===== src/rtl/mon_entry_pkg.sv =====
package mon_entry_pkg;
  typedef enum logic [1:0] {
    ENTRY_NONE      = 2'd0,
    ENTRY_HV        = 2'd1,
    ENTRY_BLANK_SUP = 2'd2,
    ENTRY_BLANK_PLL = 2'd3
  } entry_e;

  localparam logic [1:0] IRQ_LOW = 2'b00;
  localparam logic [1:0] IRQ_TV  = 2'b10;
endpackage


===== src/rtl/mon_entry_decode.sv =====
module mon_entry_decode
  import mon_entry_pkg::*;
#(
  parameter int VEC_W = 8
) (
  input  logic [VEC_W-1:0] vec_hi,
  input  logic [VEC_W-1:0] vec_lo,
  input  logic [1:0]       irq_lvl,
  output entry_e           cond
);
  localparam logic [VEC_W-1:0] ERASED = {VEC_W{1'b1}};

  logic blank;
  assign blank = (vec_hi == ERASED) && (vec_lo == ERASED);

  always_comb begin
    if (irq_lvl == IRQ_TV)       cond = ENTRY_HV;
    else if (!blank)             cond = ENTRY_NONE;
    else if (irq_lvl == IRQ_LOW) cond = ENTRY_BLANK_PLL;
    else                         cond = ENTRY_BLANK_SUP;
  end
endmodule


===== src/rtl/mon_entry_latch.sv =====
module mon_entry_latch
  import mon_entry_pkg::*;
(
  input  logic   clk,
  input  logic   por_n,
  input  entry_e cond_in,
  output entry_e cond_q,
  output logic   sampled,
  output logic   extra_rst
);
  logic blank_in;
  assign blank_in = (cond_in == ENTRY_BLANK_SUP) || (cond_in == ENTRY_BLANK_PLL);

  always_ff @(posedge clk or negedge por_n) begin
    if (!por_n) begin
      cond_q    <= ENTRY_NONE;
      sampled   <= 1'b0;
      extra_rst <= 1'b0;
    end else if (!sampled) begin
      cond_q    <= cond_in;
      sampled   <= 1'b1;
      extra_rst <= blank_in;
    end else begin
      extra_rst <= 1'b0;
    end
  end

  assert_extra_single_R6: assert property (@(posedge clk) disable iff (!por_n)
    extra_rst |=> !extra_rst);
  assert_extra_blank_only_R6: assert property (@(posedge clk) disable iff (!por_n)
    extra_rst |-> (cond_q == ENTRY_BLANK_SUP || cond_q == ENTRY_BLANK_PLL));
  assert_cond_held_R9: assert property (@(posedge clk) disable iff (!por_n)
    sampled |=> $stable(cond_q));
endmodule


===== src/rtl/mon_cop_ctrl.sv =====
module mon_cop_ctrl
  import mon_entry_pkg::*;
(
  input  logic       clk,
  input  logic       por_n,
  input  entry_e     cond_q,
  input  logic [1:0] irq_lvl,
  input  logic       rst_hv,
  output logic       cop_dis
);
  logic hv_now;
  assign hv_now = (irq_lvl == IRQ_TV) || rst_hv;

  always_comb begin
    case (cond_q)
      ENTRY_BLANK_SUP,
      ENTRY_BLANK_PLL: cop_dis = 1'b1;
      ENTRY_HV:        cop_dis = hv_now;
      default:         cop_dis = 1'b0;
    endcase
  end

  assert_cop_blank_R7: assert property (@(posedge clk) disable iff (!por_n)
    (cond_q == ENTRY_BLANK_SUP || cond_q == ENTRY_BLANK_PLL) |-> cop_dis);
  assert_cop_normal_R5: assert property (@(posedge clk) disable iff (!por_n)
    (cond_q == ENTRY_NONE) |-> !cop_dis);
endmodule


===== src/rtl/mon_entry_ctrl.sv =====
module mon_entry_ctrl
  import mon_entry_pkg::*;
#(
  parameter int VEC_W    = 8,
  parameter int PLL_MULT = 75,
  parameter int MULT_W   = $clog2(PLL_MULT + 1)
) (
  input  logic              clk,
  input  logic              por_n,
  input  logic [VEC_W-1:0]  vec_hi,
  input  logic [VEC_W-1:0]  vec_lo,
  input  logic [1:0]        irq_lvl,
  input  logic              rst_hv,
  output logic              mon_mode,
  output logic [1:0]        entry_cond,
  output logic              pll_en,
  output logic [MULT_W-1:0] pll_mult,
  output logic              bus_clk_pll,
  output logic              extra_rst,
  output logic              portb_chk_en,
  output logic              cop_dis
);
  localparam logic [MULT_W-1:0] MULT_VAL = MULT_W'(PLL_MULT);

  entry_e cond_d, cond_q;
  logic   sampled;

  mon_entry_decode #(.VEC_W(VEC_W)) u_decode (
    .vec_hi (vec_hi),
    .vec_lo (vec_lo),
    .irq_lvl(irq_lvl),
    .cond   (cond_d)
  );

  mon_entry_latch u_latch (
    .clk      (clk),
    .por_n    (por_n),
    .cond_in  (cond_d),
    .cond_q   (cond_q),
    .sampled  (sampled),
    .extra_rst(extra_rst)
  );

  mon_cop_ctrl u_cop (
    .clk    (clk),
    .por_n  (por_n),
    .cond_q (cond_q),
    .irq_lvl(irq_lvl),
    .rst_hv (rst_hv),
    .cop_dis(cop_dis)
  );

  assign entry_cond   = cond_q;
  assign mon_mode     = (cond_q != ENTRY_NONE);
  assign pll_en       = (cond_q == ENTRY_BLANK_PLL);
  assign bus_clk_pll  = pll_en;
  assign pll_mult     = pll_en ? MULT_VAL : '0;
  assign portb_chk_en = (cond_q == ENTRY_HV);

  assert_pll_only_cond3_R4: assert property (@(posedge clk) disable iff (!por_n)
    pll_en |-> (mon_mode && !portb_chk_en));
  assert_portb_hv_only_R2: assert property (@(posedge clk) disable iff (!por_n)
    portb_chk_en |-> (mon_mode && !pll_en && !extra_rst));
  assert_idle_before_sample_R10: assert property (@(posedge clk) disable iff (!por_n)
    !sampled |-> (!mon_mode && !cop_dis && !extra_rst));
endmodule


===== config.mk =====
export PLATFORM = sky130hd
export DESIGN_NAME = mon_entry_ctrl
export DESIGN_NICKNAME = d
export VERILOG_FILES = /design/src/rtl/mon_entry_pkg.sv /design/src/rtl/mon_entry_decode.sv /design/src/rtl/mon_entry_latch.sv /design/src/rtl/mon_cop_ctrl.sv /design/src/rtl/mon_entry_ctrl.sv
export SDC_FILE = /design/constraint.sdc
export NUM_CORES = 1
export LEC_CHECK = 0
export BUFFER_PORTS_ARGS = -buffer_cell sky130_fd_sc_hd__buf_2
export CORE_AREA = 10 10 47 49
export CTS_CLUSTER_DIAMETER = 30
export DETAILED_ROUTE_END_ITERATION = 6
export DIE_AREA = 0 0 57 59
export HOLD_SLACK_MARGIN = 0.15
export PLACE_DENSITY = 0.57
export SLEW_MARGIN = 20
export SYNTH_ARGS = -nofsm -noshare
export SYNTH_HDL_FRONTEND = slang
export SYNTH_SLANG_ARGS = --single-unit

===== constraint.sdc =====
create_clock -name clk -period 1.15 [get_ports clk]
set_input_delay 0.115 -clock clk [delete_from_list [all_inputs] [get_ports clk]]
set_output_delay 0.115 -clock clk [all_outputs]
set_load 0.05 [all_outputs]

==> results.toml <==
[routing]
num_vias = 336
dr.pass1.iters = 2
drt-total-wl_microns = 992
wl_met2_microns = 460
postRouteAntennaNets = 0
top_layer = "met4"
drc = 0
wl_met3_microns = 166
drt-met1-wl_microns = 356
vias_per_cell = 4.31
initialDrtViolationCount = 4
wl_per_cell_microns = 12.7

[floorplanning]
die_area_sq_um = 3360
die_w_microns = 57
ios = 36
dieHeight_microns = 59
initial_utilization = 0.199
row_count = 14
design.core.area_sq_um = 1400

[power_and_ir_drop]
p_per_area_nw_per_um2 = 893
total_power_mw = 0.486
leakagePower_nw = 0.278
irDropWorstVdd_v = 0.000294

[synthesis]
synthTopCellsByArea = "dfrtp_1 (36%), buf_4 (22%), nand4_1 (9.0%)"
syn_area_per_cell_sq_um = 9.00
netlist_instances = 31
synth.distinct_cells = 14
synth-seq-cells = 4
yosysTopAreaCellShare = 0.359
yosysTopAreaCell = "dfrtp_1"
ys_seq_area_frac = 0.359
ys_warn_count = 0
synth_area_sq_um = 279

[clocking]
cts_tree = "done"
clkLatencyLatePin_ns = 0.24
post_cts_buffers = 0
path_clk_slew_ns = 0.04
clock-root-buffer = "clkbuf_4"
cts_made_buffers = 3
htreeDepth = 1
clock_sinks = 4
clockBufferDepth = 2

[global_route]
first_global_vias = 387
grt_overflow = 0
grt.total_usage = 0.0591
grt_max_degree = 7
grt_pass1_wl_microns = 1530
antenna_found_initial = 0

[finish]
nets = 85
fillers = 155
drive_above_1_share = 0.694
area_growth_pct = 95.1
antenna_cells = 0
fin_area_sq_um = 544

[worst_hold_path]
hp-class = "in -> reg"

[sta]
holdWs_ns = 0.174
tns_ns = -0.0378
fin_skew_ns = 0.00375
hold_viol_final = 0
timing.final.crit_share = 1.03
fmax_mhz = 848
setup_viol = 7
worst_slack_ns = -0.0295
drv_slew = 0
period_minus_slack_ns = 1.18
grt_setup_unrepaired = "yes"

[critical_path]
crit_fanout = 6
start_kind = "register"
critical_path_class = "reg -> out"
cp-end-kind = "primary output"
crit_arrival_ns = 1.06
worst_ep_required_time_ns = 1.03

[placement]
portBuffers = 32
gp_congestion = 0.663
dpl_cell_area_sq_um = 417

[status]
violations = "negative setup slack"
status = "complete, but fails checks"

[job]
drv_cap = 0
## state kept, by name (all words and copies together), names as in the netlist
signal             cells
u_latch.sampled        1
u_latch.extra_rst      1
u_latch.cond_q         2
## critical path: stages (launching register included)
cell and delay, ns:
dfrtp_2 0.42, or2_4 0.26, buf_8 0.15
## per-stage QoR
stage,util,setup WS [ns],cells
6_report,0.388,-0.0295,78
5_1_grt,0.388,-0.0688,78
4_1_cts,0.370,-0.0458,78
3_5_place_dp,0.297,0.116,73
3_3_place_gp,0.297,0.124,73
2_1_floorplan,-,-0.0275,33
## per-layer routing
layer	global-route usage	up-vias
li1	-	159
met3	0.0558	2
met2	0.0868	31
met1	0.0470	144
met5	0	-
met4	0.0503	0
## cells in the mapped netlist
master / count
nor2_1: 1
or2_2: 1
o31a_2: 1
buf_4: 8
nand2_1: 1
a22o_1: 1
and2_1: 2
nor2b_1: 2
nor4_2: 1
conb_1: 2
dfrtp_1: 4
o21ai_0: 2
nand2b_1: 1
nand4_1: 4
## report_power, final
part | leakage, nW | internal (mW) | total, mW | switching (mW)
Sequential | 0.0494 | 0.147 | 0.152 | 0.00558
Combinational | 0.214 | 0.0615 | 0.151 | 0.0894
Clock | 0.0138 | 0.117 | 0.183 | 0.0659
Total | 0.278 | 0.325 | 0.486 | 0.161
## logic make-up (layout without fill, tap and decap cells)
logic type | after synthesis | in the layout | share of synthesized area
other | 2 | 4 | 0.0269
DFF | 4 | 4 | 0.359
and+or+nand+nor | 13 | 13 | 0.296
buffers and inverters | 8 | 37 | 0.215
AOI/OAI and AO/OA | 4 | 4 | 0.103
## cell usage in the layout (no fill, tap or decap)
| master | synthesis | routed |
|---|---|---|
| and2_4 | 0 | 1 |
| nor2b_1 | 2 | 1 |
| a22o_1 | 1 | 1 |
| dfrtp_2 | 0 | 2 |
| dlygate4sd3_1 | 0 | 2 |
| o31a_2 | 1 | 1 |
| nor4_2 | 1 | 1 |
| conb_1 | 2 | 4 |
| o21ai_0 | 2 | 2 |
| buf_6 | 0 | 2 |
| clkbuf_4 | 0 | 3 |
| nand2_1 | 1 | 1 |
| nand4_1 | 4 | 4 |
| buf_8 | 0 | 7 |
| dfrtp_1 | 4 | 2 |
| nor2_1 | 1 | 1 |
| or2_4 | 0 | 1 |
| nand2b_2 | 0 | 1 |
| nor2b_2 | 0 | 1 |
| and2_1 | 2 | 1 |
| buf_2 | 0 | 23 |
## path summary, 6_finish.rpt
kind                                   startpoint           endpoint  slack [ns]  depth (start not counted)
worst min register to register    u_latch.sampled  u_latch.cond_q[1]        0.57                          1
worst max-delay path            u_latch.cond_q[0]           mon_mode       -0.03                          2
max in group asynchronous                   por_n  u_latch.cond_q[0]        0.80                          2
worst max register to register    u_latch.sampled  u_latch.cond_q[0]        0.27                          1
worst min-delay path                   irq_lvl[0]  u_latch.cond_q[0]        0.17                          3
min in group asynchronous                   por_n  u_latch.cond_q[1]        0.21                          2
## area by class of cell
class                   count  area (sq um)  area share
clock buffers               3          22.5      0.0414
well taps                  16          20.0      0.0368
flip-flops and latches      4           103       0.189
repair buffers             34           263       0.483
multi-input cells          21           136       0.251
## timing repair
item,CTS,global route
gates resized for setup,19,7
setup endpoints to repair,9,9
pin swaps,1,1
endpoints found under the hold margin,5,0
hold buffers,2,0
gates cloned,0,0
Power figures use the tool's default switching activity.
